$ cat src/rtl/wis_pkg.sv
package wis_pkg;

   // Dispatch path occupancy
   typedef enum logic {
      DSP_IDLE = 1'b0,
      DSP_BUSY = 1'b1
   } dsp_state_e;

   // Width of a counter or index that must be at least one bit wide
   function automatic int idx_width(input int count);
      return (count > 1) ? $clog2(count) : 1;
   endfunction

   // True when v is a power of two and at least 2
   function automatic bit is_pow2(input int v);
      return (v >= 2) && ((v & (v - 1)) == 0);
   endfunction

endpackage

$ cat src/rtl/wis_prio_filter.sv
// Keeps only those eligible warps whose priority equals the largest present.
module wis_prio_filter #(
   parameter int NUM_WARPS = 16,
   parameter int PRIO_W    = 2
) (
   input  logic [NUM_WARPS-1:0]        elig,
   input  logic [NUM_WARPS*PRIO_W-1:0] prio,
   output logic [NUM_WARPS-1:0]        top_mask
);

   logic [PRIO_W-1:0] top_lvl;

   always_comb begin
      top_lvl = '0;
      for (int w = 0; w < NUM_WARPS; w++) begin
         if (elig[w] && (prio[w*PRIO_W +: PRIO_W] > top_lvl))
            top_lvl = prio[w*PRIO_W +: PRIO_W];
      end
   end

   for (genvar w = 0; w < NUM_WARPS; w++) begin : g_mask
      assign top_mask[w] = elig[w] && (prio[w*PRIO_W +: PRIO_W] == top_lvl);
   end

endmodule

$ cat src/rtl/wis_rr_pick.sv
// Rotating search: first set bit of cand at or after last_id+1, wrapping.
module wis_rr_pick #(
   parameter int NUM_WARPS = 16,
   localparam int IDW      = wis_pkg::idx_width(NUM_WARPS)
) (
   input  logic [NUM_WARPS-1:0] cand,
   input  logic [IDW-1:0]       last_id,
   output logic                 found,
   output logic [IDW-1:0]       pick_id
);

   logic [IDW-1:0] probe;

   always_comb begin
      found   = 1'b0;
      pick_id = last_id;
      probe   = last_id;
      for (int i = 1; i <= NUM_WARPS; i++) begin
         probe = last_id + IDW'(i);
         if (!found && cand[probe]) begin
            found   = 1'b1;
            pick_id = probe;
         end
      end
   end

endmodule

$ cat src/rtl/wis_dispatch_ctrl.sv
// Tracks how many lane-group beats of the current dispatch remain.
module wis_dispatch_ctrl #(
   parameter int ISSUE_CYCLES = 4,
   localparam int BEAT_W      = wis_pkg::idx_width(ISSUE_CYCLES)
) (
   input  logic              clk,
   input  logic              rst_n,
   input  logic              start,
   output logic              busy,
   output logic [BEAT_W-1:0] beat,
   output logic              can_accept
);
   import wis_pkg::*;

   localparam logic [BEAT_W-1:0] LAST_BEAT = BEAT_W'(ISSUE_CYCLES - 1);

   dsp_state_e state_q;

   assign busy = (state_q == DSP_BUSY);

   if (ISSUE_CYCLES == 1) begin : g_single
      // Every dispatch is one beat: the path frees itself each cycle
      always_ff @(posedge clk or negedge rst_n) begin
         if (!rst_n) state_q <= DSP_IDLE;
         else        state_q <= start ? DSP_BUSY : DSP_IDLE;
      end
      assign beat       = '0;
      assign can_accept = 1'b1;
   end else begin : g_multi
      logic [BEAT_W-1:0] beat_q;

      always_ff @(posedge clk or negedge rst_n) begin
         if (!rst_n) begin
            state_q <= DSP_IDLE;
            beat_q  <= '0;
         end else if (start) begin
            state_q <= DSP_BUSY;
            beat_q  <= '0;
         end else if (state_q == DSP_BUSY) begin
            if (beat_q == LAST_BEAT) begin
               state_q <= DSP_IDLE;
               beat_q  <= '0;
            end else begin
               beat_q  <= beat_q + 1'b1;
            end
         end
      end

      assign beat       = beat_q;
      assign can_accept = (state_q == DSP_IDLE) || (beat_q == LAST_BEAT);
   end

endmodule

$ cat src/rtl/warp_issue_sched.sv
module warp_issue_sched #(
   parameter int NUM_WARPS    = 16,
   parameter int PRIO_W       = 2,
   parameter int PC_W         = 12,
   parameter int ISSUE_CYCLES = 4,
   localparam int IDW         = wis_pkg::idx_width(NUM_WARPS),
   localparam int BEAT_W      = wis_pkg::idx_width(ISSUE_CYCLES)
) (
   input  logic                        clk,
   input  logic                        rst_n,
   input  logic [NUM_WARPS-1:0]        warp_valid,
   input  logic [NUM_WARPS-1:0]        warp_ready,
   input  logic [NUM_WARPS*PRIO_W-1:0] warp_prio,
   input  logic [NUM_WARPS*PC_W-1:0]   warp_pc,
   output logic                        issue_strobe,
   output logic [IDW-1:0]              grant_id,
   output logic [PC_W-1:0]             issue_pc,
   output logic                        dispatch_busy,
   output logic [BEAT_W-1:0]           dispatch_beat
);

   // Elaboration-time parameter checks
   if (!wis_pkg::is_pow2(NUM_WARPS)) begin : g_bad_warps
      initial $fatal(1, "NUM_WARPS must be a power of two, at least 2");
   end
   if (PRIO_W < 1) begin : g_bad_prio
      initial $fatal(1, "PRIO_W must be at least 1");
   end
   if (PC_W < 1) begin : g_bad_pc
      initial $fatal(1, "PC_W must be at least 1");
   end
   if (ISSUE_CYCLES < 1) begin : g_bad_cycles
      initial $fatal(1, "ISSUE_CYCLES must be at least 1");
   end

   logic [NUM_WARPS-1:0] elig;
   logic [NUM_WARPS-1:0] top_mask;
   logic                 any_top;
   logic [IDW-1:0]       pick_id;
   logic [IDW-1:0]       rr_last_q;
   logic                 can_accept;
   logic                 start;

   assign elig = warp_valid & warp_ready;

   wis_prio_filter #(
      .NUM_WARPS (NUM_WARPS),
      .PRIO_W    (PRIO_W)
   ) u_filter (
      .elig     (elig),
      .prio     (warp_prio),
      .top_mask (top_mask)
   );

   wis_rr_pick #(
      .NUM_WARPS (NUM_WARPS)
   ) u_pick (
      .cand    (top_mask),
      .last_id (rr_last_q),
      .found   (any_top),
      .pick_id (pick_id)
   );

   wis_dispatch_ctrl #(
      .ISSUE_CYCLES (ISSUE_CYCLES)
   ) u_dsp (
      .clk        (clk),
      .rst_n      (rst_n),
      .start      (start),
      .busy       (dispatch_busy),
      .beat       (dispatch_beat),
      .can_accept (can_accept)
   );

   assign start = can_accept && any_top;

   always_ff @(posedge clk or negedge rst_n) begin
      if (!rst_n) begin
         issue_strobe <= 1'b0;
         grant_id     <= '0;
         issue_pc     <= '0;
         rr_last_q    <= IDW'(NUM_WARPS - 1);
      end else begin
         issue_strobe <= start;
         if (start) begin
            grant_id  <= pick_id;
            issue_pc  <= warp_pc[pick_id*PC_W +: PC_W];
            rr_last_q <= pick_id;
         end
      end
   end

endmodule

$ cat config.mk
export PLATFORM = sky130hd
export DESIGN_NAME = warp_issue_sched
export DESIGN_NICKNAME = d
export VERILOG_FILES = /design/src/rtl/wis_pkg.sv /design/src/rtl/wis_prio_filter.sv /design/src/rtl/wis_rr_pick.sv /design/src/rtl/wis_dispatch_ctrl.sv /design/src/rtl/warp_issue_sched.sv
export SDC_FILE = /design/constraint.sdc
export NUM_CORES = 1
export LEC_CHECK = 0
export BUFFER_PORTS_ARGS = -buffer_cell sky130_fd_sc_hd__buf_2
export CELL_PAD_IN_SITES_DETAIL_PLACEMENT = 2
export CELL_PAD_IN_SITES_GLOBAL_PLACEMENT = 2
export CORE_MARGIN = 2
export CORE_UTILIZATION = 29
export CTS_BUF_LIST = sky130_fd_sc_hd__clkbuf_8
export CTS_CLUSTER_DIAMETER = 100
export DETAILED_ROUTE_END_ITERATION = 8
export HOLD_SLACK_MARGIN = 0.15
export PLACE_DENSITY_LB_ADDON = 0.1
export RECOVER_POWER = 25
export SKIP_LAST_GASP = 1
export SYNTH_ARGS = -nofsm -noshare
export SYNTH_HDL_FRONTEND = slang
export SYNTH_SLANG_ARGS = --single-unit
$ cat constraint.sdc
create_clock -name clk -period 7.15 [get_ports clk]
set_clock_uncertainty 0.1 [all_clocks]
set_input_delay 1.43 -clock clk [delete_from_list [all_inputs] [get_ports clk]]
set_output_delay 1.43 -clock clk [all_outputs]
set_load 0.005 [all_outputs]
==> results of run 1 <==
## logic make-up after synthesis
family          Yosys count  synth area share
fa+ha+maj                28           0.04210
flops                    24           0.07356
buf+inv                  92           0.05486
xor+xnor                 28           0.02979
compound gates          313            0.3023
mux                     137            0.2205
simple gates            433            0.2769
## cell usage after synthesis, drive strengths merged (7+ instances only)
cell type | number | share of area
nand2 | 120 | 0.056
mux2i | 88 | 0.11
nor2 | 77 | 0.035
nand3 | 53 | 0.035
o21ai | 43 | 0.028
nor3 | 41 | 0.027
a21oi | 35 | 0.023
inv | 35 | 0.016
mux4 | 32 | 0.089
buf | 29 | 0.026
o211ai | 29 | 0.028
clkbuf | 27 | 0.012
ha | 26 | 0.040
a211oi | 24 | 0.029
and2 | 23 | 0.017
xnor2 | 22 | 0.023
dfrtp | 20 | 0.061
a22oi | 19 | 0.018
and3 | 19 | 0.016
a21o | 18 | 0.016
mux2 | 17 | 0.023
nand4 | 17 | 0.013
a31oi | 14 | 0.014
or3 | 13 | 0.0099
nor2b | 12 | 0.010
nor4 | 12 | 0.014
a2bb2oi | 10 | 0.011
nand2b | 10 | 0.0085
o22ai | 10 | 0.0076
o31ai | 10 | 0.011
nor3b | 9 | 0.0088
o2111ai | 8 | 0.011
and4 | 7 | 0.0074
## per-stage QoR
stage                     instances  setup TNS, ps  hold WS [ps]  instance area [um2]    util
after floorplan                1055        -331890         369.9                 8660       -
after global placement         2029        -337140         354.0                13120  0.4708
after detailed placement       2029        -387450         368.5                13120  0.4708
==> summary.txt, run 1 <==
Yosys
  • Synth warnings: 0
  • Syn_nets: 1339
  • Seq/Total Area, Yosys: 0.07356
  • Post-synth EDFFs: 0
  • Avg Cell Area, Syn: 7.804 um2
  • Asr flop ratio synth: 1.000
  • Yosys reg bits: 24
  • Post-synth cell types: 113
  • Area of the mapped netlist: 8233 um2
  • Prevailing post-synth register cell: dfrtp_1
  • Cells after Synth: 1055

Floorplanning
  • Top-level port count: 278
  • Starting Density: 0.2955
  • Row count: 61
  • Die width: 172.5 um
  • Die Span Y: 172.5 um

Run status
  • Status: did not finish
  • First error: [ERROR DPL-0033] detailed placement checks failed during check placement.
  • Failing step: clock tree synthesis (4_1_cts)

CTS
  • Clk sink count: 24
  • Clock root cell: clkbuf_8
  • Post-CTS Setup Inserts: 82
  • Post-CTS Resized: 191
  • Cts hold-fix bufs: 0
  • H-tree depth: 1
  • Clock buffer count from CTS: 3
  • CTS max path bufs: 2

Placed design
  • Gpl congestion: 0.9073
  • DP Worst Slack: -16590 ps
  • IO Port Bufs: 277
  • HPWL after DPL: 46530 um
==> run 2, diff against run 1 <==
--- a/config.mk
+++ b/config.mk
@@ -6,15 +6,10 @@
 export NUM_CORES = 1
 export LEC_CHECK = 0
 export BUFFER_PORTS_ARGS = -buffer_cell sky130_fd_sc_hd__buf_2
-export CELL_PAD_IN_SITES_DETAIL_PLACEMENT = 2
-export CELL_PAD_IN_SITES_GLOBAL_PLACEMENT = 2
 export CORE_MARGIN = 2
-export CORE_UTILIZATION = 29
-export CTS_BUF_LIST = sky130_fd_sc_hd__clkbuf_8
-export CTS_CLUSTER_DIAMETER = 100
+export CORE_UTILIZATION = 40
 export DETAILED_ROUTE_END_ITERATION = 8
-export HOLD_SLACK_MARGIN = 0.15
-export PLACE_DENSITY_LB_ADDON = 0.1
+export PLACE_DENSITY_LB_ADDON = 0.15
 export RECOVER_POWER = 25
 export SKIP_LAST_GASP = 1
 export SYNTH_ARGS = -nofsm -noshare
==> summary.txt, run 2 <==
STA
  • Setup ws final: -14430 ps
  • Relative slew slack: 0.1259
  • Post-layout min period: 21580 ps
  • Final setup vio count: 24
  • Period Utilization, post-route: 3.018
  • TNS Setup: -337760 ps
  • Max Clk Rate: 46.34 MHz
  • Count of pins over their slew limit: 0
  • Worst-margin pin slew: 1311 ps
  • RSZ-0062 raised after global routing: true
  • Final hold violation count: 0

Routing
  • First-pass iteration count of the detailed router: 5
  • Wire length per cell: 20.99 um
  • DR DRC count: 0
  • Final WL: 41780 um
  • DR iter-0 viols: 1022
  • DRT antenna net count: 0
  • Vias: 12020
  • Vias per cell: 6.039

Yosys
  • Largest area contributor in the netlist: mux2i_1
  • Seq/Total Area, Yosys: 0.07356 (unchanged)
  • Cells after Synth: 1055 (unchanged)
  • Avg Cell Area, Syn: 7.804 um2 (unchanged)
  • Post-synth EDFFs: 0 (unchanged)
  • Synthesized-area fraction occupied by adder cells: 0.04210 (unchanged)
  • Synth top area cells: mux2i_1, mux4_2, dfrtp_1
  • Prevailing post-synth register cell: dfrtp_1
  • Area of the mapped netlist: 8233 um2 (unchanged)
  • Post-synth cell types: 113 (unchanged)
  • Synth warnings: 0 (unchanged)
  • Mux cell area share after synthesis: 0.2205 (unchanged)
  • Xor-xnor portion of the synthesized cell area: 0.02979 (unchanged)
  • Asr flop ratio synth: 1.000 (unchanged)
  • Most frequent cell after synthesis: nand2_1
  • Yosys reg bits: 24 (unchanged)
  • Largest family of logic cells by synthesized area: compound AO/OA/AOI/OAI gates
  • Complex-gate fraction of the synthesized area: 0.3023 (unchanged)
  • Simple-gate portion of the synthesized area: 0.2769 (unchanged)
  • Share of the synthesized area in the top cell type: 0.1033 (unchanged)
  • Commonest cells post-synth: nand2_1, mux2i_1, nor2_1
  • Syn_nets: 1339 (unchanged)

Worst hold path
  • Worst Hold Class: register to register
  • Hold Path Sink: grant_id[0]$_DFFE_PN0P_
  • Worst Hold Depth: 1
  • Hold Startpoint: grant_id[0]$_DFFE_PN0P_

Run
  • Max Cap Violations: 0

Worst setup path
  • Critical Path Start Type: primary input
  • Worst path slowest cell: mux4_2
  • FF-to-FF setup slack: 1220 ps
  • R2r endpoint: issue_pc[8]$_DFFE_PN0P_
  • Critical Path Max Stage Delay: 550 ps
  • R2r startpoint: rr_last_q[1]$_DFFE_PN1P_
  • Crit path capture type: register
  • Crit path top cell by count: buf_4
  • Worst EP arrival: 21610 ps
  • R2R cell count: 23
  • WP data required: 7180 ps
  • CP Class: primary input to register
  • Crit-path max FO: 8

Floorplanning
  • Core Box Area: 20230 um2
  • Die Span Y: 147.5 um (-15%)
  • Starting Density: 0.4069 (+0.1113)
  • Top-level port count: 278 (unchanged)
  • Die width: 147.5 um (-15%)
  • Row count: 52 (-15%)
  • Die outline area: 21750 um2

Cells and area
  • Max FFs per register: 12
  • Commonest non-fill, non-tap cell in the layout: buf_4
  • Layout cells sized above 1: 0.5927
  • Utilization after layout: 0.7364
  • Total Nets Final: 2001
  • Regs by FF count: issue_pc x12, grant_id x4, rr_last_q x4
  • P&R area growth vs syn: 80.99%
  • Top reg by flops: issue_pc
  • Non-Filler Instances: 1991
  • Commonest non-fill, non-tap cells in the layout: buf_4, buf_2, nand2_1, mux2i_1, nor2_1

CTS
  • Clock buffer count from CTS: 3 (unchanged)
  • Clock root cell: clkbuf_16
  • Clk sink count: 24 (unchanged)
  • H-tree depth: 1 (unchanged)
  • Clock latency on the worst-skew pair: 260 ps
  • CTS max path bufs: 2 (unchanged)
  • CTS clk-pin slew, worst paths: 60 ps
  • CTS tree: done

Placed design
  • IO Port Bufs: 277 (unchanged)
  • DP Worst Slack: -14870 ps (+1719 ps)
  • HPWL after DPL: 30910 um (-34%)
  • Dpl cells: 1871 (-7.8%)
  • Gpl congestion: 0.9983 (+10%)

Run status
  • Violated checks: negative setup slack
  • Status: finished with violations

GRT
  • Vias in the first global route: 11590
  • GRT Total Usage: 0.3514
  • Largest net degree at the start of global routing: 33
  • Gr ovfl total: 0
  • Antenna violations before repair: 6
  • First-pass GRT wire length: 61480 um
-- run 2: cell counts after synthesis --
No cell type changed its count.
-- run 2: kinds of logic after synthesis --
family | count (synthesis)
XOR/XNOR | 28
flip-flops | 24
AND/OR/NAND/NOR | 433
AO/OA/AOI/OAI | 313
adder cells (fa/ha/maj) | 28
multiplexers | 137
buffers and inverters | 92
-- run 2: through the flow --
stage               cell area [um2]  hold WS (ps)
floorplan                      8660         369.9
global placement              12540         355.6
detailed placement            12540         359.5
CTS                           13850         380.3
global route                  14900         406.6
finish                        14900         377.0
-- run 2: what timing repair did --
| action | in CTS | in global routing |
|---|---|---|
| setup endpoints to repair | 24 | 24 |
| pin swaps | 84 | 107 |
| setup buffers | 60 | 46 |
| gates resized for setup | 130 | 130 |
| hold buffers | 0 | 0 |
| gates cloned | 7 | 3 |
-- run 2: final cells by class --
| class | instances | area, um2 |
|---|---|---|
| tap | 270 | 337.8 |
| inverter | 36 | 137.6 |
| sequential | 24 | 605.6 |
| timing repair buffer | 712 | 5039 |
| clock buffer | 3 | 75.07 |
| antenna | 5 | 12.51 |
| fill | 1501 | 5334 |
| multi-input combinational | 940 | 8663 |
| clock inverter | 1 | 30.03 |
-- run 2: worst max-delay path by stage --
stage | start | to | cells after the start
4_1_cts | warp_ready[0] | issue_pc[5]$_DFFE_PN0P_ | 112
2_1_floorplan | warp_ready[0] | issue_pc[3]$_DFFE_PN0P_ | 108
5_1_grt | warp_prio[1] | issue_pc[7]$_DFFE_PN0P_ | 115
6_report | warp_prio[1] | issue_pc[8]$_DFFE_PN0P_ | 115
3_3_place_gp | warp_ready[0] | issue_pc[3]$_DFFE_PN0P_ | 110
3_5_place_dp | warp_valid[0] | issue_pc[1]$_DFFE_PN0P_ | 108
-- run 2: per-layer routing --
layer  wire (um)  global-route usage  vias up  share of wire
li1            -                   -     5483              -
met1       16460              0.4515     5731           0.39
met2       20220              0.6079      674           0.48
met3        3446             0.04938      135          0.082
met4        1663              0.1159        0          0.040
met5           0                   0        -              0
-- run 2: critical path, delay by kind of cell --
family                   cells  cell delay, ps
AND/OR/NAND/NOR             39            5430
buffers and inverters       21            2700
multiplexers                 8            2460
AO/OA/AOI/OAI               31            5440
adder cells (fa/ha/maj)     16            4080
Power of run 2 is not shown: default switching activity piles up to over one toggle a cycle in this logic, so the estimate is an artifact.
